[config.mk]
export PLATFORM = sky130hd
export DESIGN_NAME = smbus_byte_master
export DESIGN_NICKNAME = d
export VERILOG_FILES = /design/src/rtl/smbm_pkg.sv /design/src/rtl/smbm_tick.sv /design/src/rtl/smbm_engine.sv /design/src/rtl/smbus_byte_master.sv
export SDC_FILE = /design/constraint.sdc
export NUM_CORES = 1
export LEC_CHECK = 0
export BUFFER_PORTS_ARGS = -buffer_cell sky130_fd_sc_hd__buf_2
export CORE_ASPECT_RATIO = 1.75
export CORE_MARGIN = 3
export CORE_UTILIZATION = 48
export CTS_CLUSTER_SIZE = 24
export DETAILED_ROUTE_END_ITERATION = 12
export MAX_ROUTING_LAYER = met4
export PLACE_DENSITY = 0.66
export SETUP_SLACK_MARGIN = 0.2
export SYNTH_ARGS = -nofsm -noshare
export SYNTH_HDL_FRONTEND = slang
export SYNTH_SLANG_ARGS = --single-unit
[constraint.sdc]
create_clock -name clk -period 3.8 [get_ports clk]
set_input_delay 0 -clock clk [delete_from_list [all_inputs] [get_ports clk]]
set_output_delay 0 -clock clk [all_outputs]
set_load 0.01 [all_outputs]
[src/rtl/smbm_pkg.sv]
package smbm_pkg;
  typedef enum logic [1:0] {OP_START, OP_TX, OP_RX, OP_STOP} smbm_op_e;

  localparam logic [2:0] OFS_CTRL  = 3'd0;
  localparam logic [2:0] OFS_TADDR = 3'd1;
  localparam logic [2:0] OFS_CMD   = 3'd2;
  localparam logic [2:0] OFS_WDATA = 3'd3;
  localparam logic [2:0] OFS_RDATA = 3'd4;
  localparam logic [2:0] OFS_STAT  = 3'd6;
  localparam logic [2:0] OFS_MASK  = 3'd7;

  localparam int ST_CLIENT = 0;
  localparam int ST_WDONE  = 1;
  localparam int ST_RDONE  = 2;
  localparam int ST_NACK   = 3;
  localparam logic [7:0] MASK_RST = 8'hF1;
endpackage

[src/rtl/smbm_tick.sv]
module smbm_tick #(
  parameter int QTR_CYC = 250
) (
  input  logic clk,
  input  logic rst_n,
  input  logic en_i,
  output logic tick_o
);
  localparam int CW = (QTR_CYC > 1) ? $clog2(QTR_CYC) : 1;
  localparam logic [CW-1:0] LAST = CW'(QTR_CYC - 1);

  logic [CW-1:0] cnt_q;

  always_ff @(posedge clk or negedge rst_n) begin
    if (!rst_n)              cnt_q <= '0;
    else if (!en_i || tick_o) cnt_q <= '0;
    else                     cnt_q <= cnt_q + 1'b1;
  end

  assign tick_o = en_i && (cnt_q == LAST);

  generate
    if (QTR_CYC > 1) begin : g_spacing

      tick_spacing_chk: assert property (@(posedge clk) disable iff (!rst_n)
        tick_o |=> !tick_o);
    end
  endgenerate
endmodule

[src/rtl/smbm_engine.sv]
module smbm_engine
  import smbm_pkg::*;
(
  input  logic       clk,
  input  logic       rst_n,
  input  logic       tick_i,
  input  logic       start_i,
  input  logic       read_i,
  input  logic [6:0] taddr_i,
  input  logic [7:0] cmd_i,
  input  logic [7:0] wdata_i,
  input  logic       sda_in,
  output logic       busy_o,
  output logic       fin_o,
  output logic       fin_nack_o,
  output logic       fin_read_o,
  output logic       rx_valid_o,
  output logic [7:0] rx_byte_o,
  output logic       scl_oe_o,
  output logic       sda_oe_o
);
  logic [2:0] step_q;
  logic [1:0] ph_q;
  logic [3:0] bit_q;
  logic       rd_q, nack_q, nack_seen_q;
  logic [6:0] addr_q;
  logic [7:0] cmd_q, wd_q, sh_q;
  smbm_op_e   op;
  logic [7:0] txb;
  logic [2:0] stop_step;

  always_comb begin
    txb = 8'h00;
    case (step_q)
      3'd0: op = OP_START;
      3'd1: begin op = OP_TX; txb = {addr_q, 1'b0}; end
      3'd2: begin op = OP_TX; txb = cmd_q; end
      3'd3: begin
        if (rd_q) op = OP_START;
        else begin op = OP_TX; txb = wd_q; end
      end
      3'd4: begin
        if (rd_q) begin op = OP_TX; txb = {addr_q, 1'b1}; end
        else op = OP_STOP;
      end
      3'd5: op = OP_RX;
      default: op = OP_STOP;
    endcase
  end

  assign stop_step = rd_q ? 3'd6 : 3'd4;

  always_ff @(posedge clk or negedge rst_n) begin
    if (!rst_n) begin
      busy_o <= 1'b0; fin_o <= 1'b0; rx_valid_o <= 1'b0;
      step_q <= '0; ph_q <= '0; bit_q <= '0;
      rd_q <= 1'b0; nack_q <= 1'b0; nack_seen_q <= 1'b0;
      addr_q <= '0; cmd_q <= '0; wd_q <= '0; sh_q <= '0; rx_byte_o <= '0;
    end else begin
      fin_o      <= 1'b0;
      rx_valid_o <= 1'b0;
      if (!busy_o) begin
        if (start_i) begin
          busy_o <= 1'b1; step_q <= '0; ph_q <= '0; bit_q <= '0;
          nack_seen_q <= 1'b0; nack_q <= 1'b0;
          rd_q <= read_i; addr_q <= taddr_i; cmd_q <= cmd_i; wd_q <= wdata_i;
        end
      end else if (tick_i) begin
        ph_q <= ph_q + 1'b1;
        case (op)
          OP_START: if (ph_q == 2'd3) step_q <= step_q + 1'b1;
          OP_STOP: if (ph_q == 2'd3) begin
            busy_o <= 1'b0;
            fin_o  <= 1'b1;
          end
          default: begin
            if (ph_q == 2'd2) begin
              if (op == OP_RX && bit_q < 4'd8) sh_q <= {sh_q[6:0], sda_in};
              if (op == OP_TX && bit_q == 4'd8) nack_q <= sda_in;
            end
            if (ph_q == 2'd3) begin
              if (bit_q == 4'd8) begin
                bit_q <= '0;
                if (op == OP_TX && nack_q) begin
                  step_q      <= stop_step;
                  nack_seen_q <= 1'b1;
                end else begin
                  step_q <= step_q + 1'b1;
                end
                if (op == OP_RX) begin
                  rx_valid_o <= 1'b1;
                  rx_byte_o  <= sh_q;
                end
              end else begin
                bit_q <= bit_q + 1'b1;
              end
            end
          end
        endcase
      end
    end
  end

  assign fin_nack_o = nack_seen_q;
  assign fin_read_o = rd_q;

  always_comb begin
    scl_oe_o = 1'b0;
    sda_oe_o = 1'b0;
    if (busy_o) begin
      case (op)
        OP_START: begin
          scl_oe_o = (ph_q == 2'd0) ? (step_q != 3'd0) : (ph_q == 2'd3);
          sda_oe_o = (ph_q >= 2'd2);
        end
        OP_TX: begin
          scl_oe_o = (ph_q == 2'd0) || (ph_q == 2'd3);
          sda_oe_o = (bit_q < 4'd8) && !txb[3'd7 - bit_q[2:0]];
        end
        OP_RX: scl_oe_o = (ph_q == 2'd0) || (ph_q == 2'd3);
        default: begin
          scl_oe_o = (ph_q == 2'd0);
          sda_oe_o = (ph_q <= 2'd1);
        end
      endcase
    end
  end


  sda_in_byte_chk: assert property (@(posedge clk) disable iff (!rst_n)
    (busy_o && (op == OP_TX || op == OP_RX) && !$stable(sda_oe_o))
      |-> (scl_oe_o && $past(scl_oe_o)));


  nack_to_stop_chk: assert property (@(posedge clk) disable iff (!rst_n)
    (busy_o && tick_i && op == OP_TX && bit_q == 4'd8 && ph_q == 2'd3 && nack_q)
      |=> (op == OP_STOP && fin_nack_o));


  fin_ends_busy_chk: assert property (@(posedge clk) disable iff (!rst_n)
    fin_o |-> (!busy_o && $past(busy_o)));
endmodule

[src/rtl/smbus_byte_master.sv]
module smbus_byte_master
  import smbm_pkg::*;
#(
  parameter int CLK_HZ = 100_000_000,
  parameter int SCL_HZ = 100_000
) (
  input  logic       clk,
  input  logic       rst_n,
  input  logic       reg_wr,
  input  logic [2:0] reg_addr,
  input  logic [7:0] reg_wdata,
  output logic [7:0] reg_rdata,
  input  logic       client_irq_i,
  output logic       irq_o,
  output logic       scl_oe,
  input  logic       sda_i,
  output logic       sda_oe
);
  localparam int QTR_CYC = CLK_HZ / (4 * SCL_HZ);
  localparam int SYNC_N  = 2;

  logic [SYNC_N-1:0] sda_sync_q, cli_sync_q;
  logic [6:0] taddr_q;
  logic [7:0] cmd_q, wd_q, rd_q, mask_q;
  logic [3:0] stat_q, ev, clr;
  logic eng_busy, eng_fin, eng_nack, eng_read, rx_valid, tick;
  logic [7:0] rx_byte;
  logic ctrl_wr, go;

  always_ff @(posedge clk or negedge rst_n) begin
    if (!rst_n) begin
      sda_sync_q <= '1;
      cli_sync_q <= '0;
    end else begin
      sda_sync_q <= {sda_sync_q[SYNC_N-2:0], sda_i};
      cli_sync_q <= {cli_sync_q[SYNC_N-2:0], client_irq_i};
    end
  end

  assign ctrl_wr = reg_wr && reg_addr == OFS_CTRL;
  assign go      = ctrl_wr && !eng_busy && (reg_wdata[0] || reg_wdata[1]);

  smbm_tick #(.QTR_CYC(QTR_CYC)) u_tick (
    .clk(clk), .rst_n(rst_n), .en_i(eng_busy), .tick_o(tick));

  smbm_engine u_eng (
    .clk(clk), .rst_n(rst_n), .tick_i(tick), .start_i(go),
    .read_i(!reg_wdata[0]), .taddr_i(taddr_q), .cmd_i(cmd_q), .wdata_i(wd_q),
    .sda_in(sda_sync_q[SYNC_N-1]), .busy_o(eng_busy), .fin_o(eng_fin),
    .fin_nack_o(eng_nack), .fin_read_o(eng_read), .rx_valid_o(rx_valid),
    .rx_byte_o(rx_byte), .scl_oe_o(scl_oe), .sda_oe_o(sda_oe));

  always_comb begin
    ev = '0;
    ev[ST_CLIENT] = cli_sync_q[SYNC_N-1];
    ev[ST_WDONE]  = eng_fin && !eng_nack && !eng_read;
    ev[ST_RDONE]  = eng_fin && !eng_nack && eng_read;
    ev[ST_NACK]   = eng_fin && eng_nack;
    clr = (reg_wr && reg_addr == OFS_STAT) ? reg_wdata[3:0] : 4'h0;
  end

  always_ff @(posedge clk or negedge rst_n) begin
    if (!rst_n) begin
      taddr_q <= '0; cmd_q <= '0; wd_q <= '0; rd_q <= '0;
      mask_q <= MASK_RST; stat_q <= '0;
    end else begin
      stat_q <= (stat_q & ~clr) | ev;
      if (rx_valid) rd_q <= rx_byte;
      if (reg_wr) begin
        case (reg_addr)
          OFS_TADDR: taddr_q <= reg_wdata[6:0];
          OFS_CMD:   cmd_q   <= reg_wdata;
          OFS_WDATA: wd_q    <= reg_wdata;
          OFS_MASK:  mask_q  <= reg_wdata;
          default: ;
        endcase
      end
    end
  end

  always_comb begin
    case (reg_addr)
      OFS_TADDR: reg_rdata = {1'b0, taddr_q};
      OFS_CMD:   reg_rdata = cmd_q;
      OFS_WDATA: reg_rdata = wd_q;
      OFS_RDATA: reg_rdata = rd_q;
      OFS_STAT:  reg_rdata = {4'h0, stat_q};
      OFS_MASK:  reg_rdata = mask_q;
      default:   reg_rdata = 8'h00;
    endcase
  end

  assign irq_o = |(stat_q & ~mask_q[3:0]);

  generate
    for (genvar b = 0; b < 4; b++) begin : g_stat_chk

      stat_hold_chk: assert property (@(posedge clk) disable iff (!rst_n)
        (stat_q[b] && !(reg_wr && reg_addr == OFS_STAT && reg_wdata[b])) |=> stat_q[b]);
    end
  endgenerate


  rdata_before_done_chk: assert property (@(posedge clk) disable iff (!rst_n)
    $rose(stat_q[ST_RDONE]) |-> ($stable(rd_q) && !rx_valid));


  client_set_chk: assert property (@(posedge clk) disable iff (!rst_n)
    cli_sync_q[SYNC_N-1] |=> stat_q[ST_CLIENT]);


  no_start_busy_chk: assert property (@(posedge clk) disable iff (!rst_n)
    (eng_busy && ctrl_wr) |=> eng_busy);
endmodule

==> summary.txt, run 1 <==
Status
  – Run status: finished, final reports clean

Synth
  – Adder-Cell Fraction of Synth Area: 4.030%
  – Cell variety after synth: 53
  – Mux share of post-synthesis cell area: 19.84%
  – Yosys reg bits: 109
  – Async set-reset flop share out of synthesis: 100.0%
  – Largest family of logic cells by synthesized area: multiplexers
  – Yosys warning total: 0
  – Post-Synth XOR/XNOR Area: 0.9957%
  – Compound-Gate Fraction of Synth Area: 10.38%
  – Post-synth EDFFs: 0
  – Seq/Total Area, Yosys: 51.85%
  – Avg Inst Size Synth: 12.05 um2
  – Main synth FF type: dfrtp_1
  – Simple-Gate Fraction of Synth Area: 9.910%
  – Syn Nets: 471
  – Mapped Cells: 438
  – Post-Syn Area: 5278 um2

Placed design
  – PortBufs: 26
  – Routability Congestion: 0.8446
  – HPWL after DPL: 8677 um
  – DP Worst Slack: 0.4974 ns

Clocking
  – Post-CTS setup buffer count: 0
  – Root buf cell: clkbuf_16
  – Cts hold-fix bufs: 11
  – CTS Buf Count: 9
  – Post-cts sizing count: 0
  – Clock buffer depth: 2
  – CTS tree: done
  – Sink Count: 109
  – Skew-Pair Late Insertion Delay: 0.34 ns
  – H-tree depth: 3
  – Clock slew at reported path FFs: 0.07 ns

Global route
  – First-pass GRT wire length: 19060 um
  – Grt total ovfl: 0
  – Initial antenna violation count: 0
  – All-layer global routing usage: 20.94%
  – Largest net degree at the start of global routing: 50
  – Number of global-route vias before repair: 3711

Worst hold path
  – Hold_sp: reg_wr
  – Hold WC Path Type: input port to flop

Setup path
  – Slowest-stage cell, CP: nor4b_4
  – Worst Path Required: 4.02 ns
  – Setup CP Type: flop to flop
  – CP Capture Type: flop
  – CP most frequent cell: ha_1
  – Critical path arrival: 3.56 ns
  – CP Launch Point: u_eng.step_q[2]
  – Critical path launch point type: flop
  – Crit path buf inv count: 1
  – Reg2reg start: u_eng.step_q[2]
  – CP max FO: 9
  – Crit-path cells: inv_1, ha_1, nor2b_1, a211oi_1, o31a_1, ha_1, nor2_1, nand2_1, nor4b_4, mux2_2
  – Delay-heaviest family, CP: simple AND/OR/NAND/NOR gates
  – Critical Path Max Stage Delay: 0.55 ns

STA
  – Hold WS: 0.1713 ns
  – Slew Limit Fails: 0
  – Clk_skew: 0.007011 ns
  – Final setup fails: 0
  – Max-slew headroom: 44.41%
  – Part of the cycle the worst path needs: 87.72%
  – Min cycle time layout: 3.333 ns
  – Worst slew pin tran: 0.8308 ns
  – Fmax: 300.0 MHz
  – Final Hold Fails: 0
  – RSZ-0062 raised after global routing: no
  – Setup TNS: 0 ns
  – PnR worst setup slack: 0.4666 ns

Power and ir drop
  – Pleak: 0.002758 uW
  – VDD IR max: 0.3321 mV
  – Power Density: 416.8 nW/um2

Floorplanning
  – Core Region: 10700 um2
  – Die width: 85.27 um
  – Row cnt: 50
  – Die Y: 144.7 um
  – Die area: 12340 um2
  – Starting density of the core: 49.33%
  – Boundary Pins: 27

Job
  – Max-Cap Viols: 0

Detailed routing
  – DRT antenna net count: 0
  – Drt wl/cell: 19.33 um
  – DRC viols: 0
  – Via density: 5.814
  – Total number of vias: 3535
  – DRT Wirelength: 11750 um
  – Initial DRC Count: 203
  – DR pass1 iterations: 4

Finish
  – Final nets: 506
  – Area growth syn-to-layout: 12.23%
  – Number of fill cells: 922
  – Antenna cells: 0
  – Fraction of layout cells with a size suffix above 1: 30.33%
-- cell type report --
class                      count  area [um2]  area share [%]
sequential                   109        2736           46.20
clock inverter                 5       33.78          0.5703
timing repair buffer          41       272.8           4.605
clock buffer                  11       242.7           4.098
tap                          130       162.7           2.746
multi-input combinational    290        2392           40.39
inverter                      22       82.58           1.394
-- state kept, by name, indices dropped and copies added, names as in the netlist, 2 cells and up --
| signal | flops |
|---|---|
| u_eng.wd_q | 8 |
| u_tick.cnt_q | 8 |
| u_eng.cmd_q | 8 |
| u_eng.sh_q | 8 |
| rd_q | 8 |
| cli_sync_q | 2 |
| taddr_q | 7 |
| mask_q | 8 |
| sda_sync_q | 2 |
| u_eng.bit_q | 4 |
| u_eng.addr_q | 7 |
| u_eng.rx_byte_o | 8 |
| wd_q | 8 |
| u_eng.ph_q | 2 |
| stat_q | 4 |
| u_eng.step_q | 3 |
| cmd_q | 8 |
-- cell families (layout without fill, tap and decap cells) --
| kind of cell | count (synthesis) | after routing |
|---|---|---|
| AND/OR/NAND/NOR | 97 | 97 |
| adder cells (fa/ha/maj) | 17 | 17 |
| buffers and inverters | 39 | 79 |
| flip-flops | 109 | 109 |
| XOR/XNOR | 6 | 6 |
| multiplexers | 89 | 89 |
| AO/OA/AOI/OAI | 81 | 81 |
-- cell usage after synthesis (all sizes together), types with 2 or more instances --
cell	n	area [um2]
a211oi	3	22.52
a21oi	18	90.09
a221o	4	40.04
a221oi	6	52.55
a22o	6	52.55
a22oi	3	22.52
a31oi	8	50.05
a32o	2	20.02
and3	4	25.02
buf	6	33.78
clkbuf	11	41.29
dfrtp	102	2552
dfstp	7	183.9
ha	17	212.7
inv	22	82.58
mux2	81	942.2
mux2i	6	60.06
mux4	2	45.04
nand2	24	95.09
nand2b	4	25.02
nand3	10	50.05
nand4	2	12.51
nor2	28	105.1
nor2b	9	56.30
nor3b	2	20.02
nor4	3	40.04
o21ai	17	85.08
o31ai	3	22.52
o41ai	2	17.52
or2	3	18.77
or3	3	18.77
or4b	2	20.02
xnor2	4	35.03
xor2	2	17.52
-- metal layers --
| layer | vias to the layer above | global-route usage (%) | wire (um) |
|---|---|---|---|
| met1 | 1799 | 22.95 | 4696 |
| met4 | 0 | 7.506 | 238 |
| li1 | 1650 | - | - |
| met2 | 68 | 38.44 | 6533 |
| met3 | 18 | 2.833 | 281 |
| met5 | - | - | 0 |
-- worst register-to-register path: cells and delay by family, from the launching register on --
family / cells / cell delay [ns]
flops: 1 / 0.46
compound gates: 2 / 0.27
simple gates: 4 / 1.39
fa+ha+maj: 2 / 0.55
mux: 1 / 0.40
buf+inv: 1 / 0.13
-- cells in the final DEF (no fill, tap or decap), types with 3 or more instances in the layout --
| cell type | n |
|---|---|
| dfstp_2 | 7 |
| ha_1 | 17 |
| buf_2 | 25 |
| mux2_2 | 73 |
| nand2_1 | 22 |
| mux2i_1 | 6 |
| a211oi_1 | 3 |
| a221o_1 | 4 |
| xnor2_1 | 4 |
| o21ai_0 | 17 |
| inv_1 | 22 |
| nor2_1 | 28 |
| or2_2 | 3 |
| a221oi_1 | 6 |
| a22oi_1 | 3 |
| dlygate4sd3_1 | 11 |
| nor2b_1 | 9 |
| and3_1 | 4 |
| a31oi_1 | 8 |
| or3_1 | 3 |
| nand2b_1 | 4 |
| clkbuf_16 | 9 |
| a22o_1 | 6 |
| buf_4 | 5 |
| nand3_1 | 10 |
| o31ai_1 | 3 |
| a21oi_1 | 18 |
| mux2_4 | 8 |
| dfrtp_1 | 102 |
-- path summary, 6_finish.rpt --
path                                  endpoint  slack, ns  cells past startpoint
worst max-delay path             u_eng.sh_q[6]       0.47                     10
worst min-delay path                 stat_q[2]       0.17                      5
worst max register to register   u_eng.sh_q[6]       0.47                     10
worst min register to register   cli_sync_q[1]       0.36                      0
max in group asynchronous            mask_q[5]       2.68                      3
min in group asynchronous       u_eng.bit_q[3]       0.21                      2
-- stage by stage --
step | power, uW | utilization [%] | area (um2) | instances
after CTS | 2489 | 55.37 | 5923 | 608
final | 2469 | 55.37 | 5923 | 608
after global placement | 1604 | 51.75 | 5537 | 581
after global routing | 2577 | 55.37 | 5923 | 608
after floorplan | 1476 | - | 5278 | 438
after detailed placement | 1613 | 51.75 | 5537 | 581
-- where the power goes --
| part | leakage, uW | total, uW | switching (uW) | internal [uW] |
|---|---|---|---|---|
| registers | 0.00140 | 1330 | 83.4 | 1250 |
| logic | 0.00122 | 264 | 134 | 130 |
| clock network | 0.000132 | 874 | 411 | 463 |
Note: power is estimated with default switching activity, not from simulation.
==> run 2: changes to the inputs <==
- CORE_UTILIZATION: 48 -> 40
- PLACE_DENSITY: 0.66 -> 0.57
==> summary.txt, run 2 (synthesized netlist as in run 1, its figures left out) <==
Status
  – Run status: finished, final reports clean

STA
  – Final Hold Fails: 0 (unchanged)
  – Final setup fails: 0 (unchanged)
  – PnR worst setup slack: 0.5874 ns (+0.1208 ns)
  – RSZ-0062 raised after global routing: no
  – Setup TNS: 0 ns (unchanged)
  – Clk_skew: 0.008048 ns (+0.001037 ns)
  – Fmax: 311.3 MHz (+3.8%)
  – Part of the cycle the worst path needs: 84.54% (-3.2 points)
  – Max-slew headroom: 51.38% (+7.0 points)
  – Slew Limit Fails: 0 (unchanged)
  – Hold WS: 0.2113 ns (+0.03997 ns)
  – Worst slew pin tran: 0.7266 ns (-0.1043 ns)
  – Min cycle time layout: 3.213 ns (-0.1208 ns)

Power and ir drop
  – VDD IR max: 0.2380 mV (-28%)
  – Pleak: 0.002780 uW (+0.80%)
  – Power Density: 430.0 nW/um2 (+3.2%)
  – Total Power: 2587 uW (+4.8%)

Setup path
  – Critical path arrival: 3.45 ns (-0.11 ns)
  – Critical Path Max Stage Delay: 0.55 ns (about the same)
  – Slowest-stage cell, CP: nor4b_4
  – CP Capture Type: flop
  – Critical path launch point type: flop
  – CP most frequent cell: ha_1
  – Reg2reg setup slack: 0.59 ns (+0.12 ns)
  – Crit path buf inv count: 0 (-1)
  – CP max FO: 9 (unchanged)
  – Setup CP Type: flop to flop
  – Worst Path Required: 4.04 ns (+0.02 ns)
  – Delay-heaviest family, CP: simple AND/OR/NAND/NOR gates
  – Crit-path cells: ha_1, ha_1, nor2b_2, a211oi_1, o31a_1, ha_1, nor2_1, nand2_1, nor4b_4, mux2_2

Worst hold path
  – Hold WC Path Type: input port to flop

Detailed routing
  – DR pass1 iterations: 5 (+1)
  – DRT Wirelength: 12010 um (+2.2%)
  – DRT antenna net count: 0 (unchanged)
  – DRC viols: 0 (unchanged)
  – Via density: 5.331 (-8.3%)
  – Total number of vias: 3449 (-2.4%)
  – Drt wl/cell: 18.56 um (-4.0%)
  – Initial DRC Count: 125 (-38%)

Global route
  – Largest net degree at the start of global routing: 54 (+8.0%)
  – All-layer global routing usage: 18.01% (-2.9 points)
  – First-pass GRT wire length: 19380 um (+1.7%)
  – Number of global-route vias before repair: 3547 (-4.4%)
  – Initial antenna violation count: 1 (+1)
  – Grt total ovfl: 0 (unchanged)

Finish
  – Most frequent cells in the layout: 102 x dfrtp_1, 73 x mux2_2, 28 x nor2_1
  – Final nets: 506 (unchanged)
  – Area growth syn-to-layout: 13.96%
  – Fraction of layout cells with a size suffix above 1: 30.33% (unchanged)
  – Most common cell after layout, fill and taps aside: dfrtp_1

Clocking
  – H-tree depth: 3 (unchanged)
  – Post-CTS setup buffer count: 0 (unchanged)
  – Clock slew at reported path FFs: 0.07 ns (about the same)
  – CTS Buf Count: 9 (unchanged)
  – CTS tree: done
  – Root buf cell: clkbuf_16
  – Skew-Pair Late Insertion Delay: 0.35 ns (about the same)
  – Sink Count: 109 (unchanged)
  – Clock buffer depth: 2 (unchanged)

Floorplanning
  – Boundary Pins: 27 (unchanged)
  – Die area: 14660 um2 (+19%)
  – Core Region: 12700 um2 (+19%)
  – Starting density of the core: 41.55% (-7.8 points)
  – Row cnt: 54 (+8.0%)
  – Die width: 92.83 um (+8.9%)
  – Die Y: 158.0 um (+9.1%)

Job
  – Max-Cap Viols: 0 (unchanged)

Placed design
  – DP Worst Slack: 0.5047 ns (+0.007247 ns)
  – HPWL after DPL: 8989 um (+3.6%)
  – Routability Congestion: 0.9125 (+8.0%)
  – PortBufs: 26 (unchanged)
[run 2: cell count changes in the layout (fill, tap and decap cells not counted)]
cell        before  now
bufinv_16        0    2
clkinvlp_4       2    0
clkbuf_1         1    2
clkbuf_8         1    0
clkinv_2         2    1
clkinv_4         0    1
diode_2          0    1
nor2b_1          9    8
nor2b_2          0    1
[run 2: worst paths after layout]
path	from	endpoint	depth (start not counted)
worst min-delay path	reg_wr	stat_q[2]	5
worst max register to register	u_eng.step_q[0]	u_eng.sh_q[6]	10
max in group asynchronous	rst_n	sda_sync_q[0]	3
min in group asynchronous	rst_n	cmd_q[4]	2
worst max-delay path	u_eng.step_q[0]	u_eng.sh_q[6]	10
worst min register to register	cli_sync_q[0]	cli_sync_q[1]	0
[run 2: what timing repair did]
| item | CTS | global route |
|---|---|---|
| hold buffers | 11 | 0 |
| gates resized for setup | 0 | 1 |
| setup endpoints to repair | 0 | 16 |
| hold endpoints to repair | 78 | 0 |
[run 2: per-layer routing]
| layer | wire [um] | share of wire (%) | global-route usage (%) | vias up |
|---|---|---|---|---|
| li1 | - | - | - | 1656 |
| met1 | 4751 | 40 | 19.80 | 1736 |
| met2 | 6721 | 56 | 32.69 | 43 |
| met3 | 315 | 2.6 | 3.091 | 14 |
| met4 | 219 | 1.8 | 6.010 | 0 |
| met5 | 0 | 0 | - | - |
[run 2: report_power, final]
part	switching [uW]	internal, uW
Sequential	80.3	1250
Clock	412	581
Combinational	136	130
Total	628	1960
[run 2: stage by stage]
step	area (um2)	instances	utilization, %
after floorplan	5278	438	-
after global placement	5584	619	43.96
after detailed placement	5584	619	43.96
after CTS	6010	646	47.31
after global routing	6015	647	47.35
final	6015	647	47.35
[run 2: tightest hold or removal path, stage by stage]
cell and delay, ns:
buf_2 0.13, nand2_1 0.08, nor3b_1 0.10, nand2_1 0.10, a32o_1 0.11
[run 2: final cells by class]
cell class                 count  area, um2
fill                        1202       6688
sequential                   109       2736
antenna                        1      2.502
clock inverter                 5      82.58
clock buffer                  11      232.7
multi-input combinational    290       2395
timing repair buffer          41      272.8
tap                          168      210.2
inverter                      22      82.58
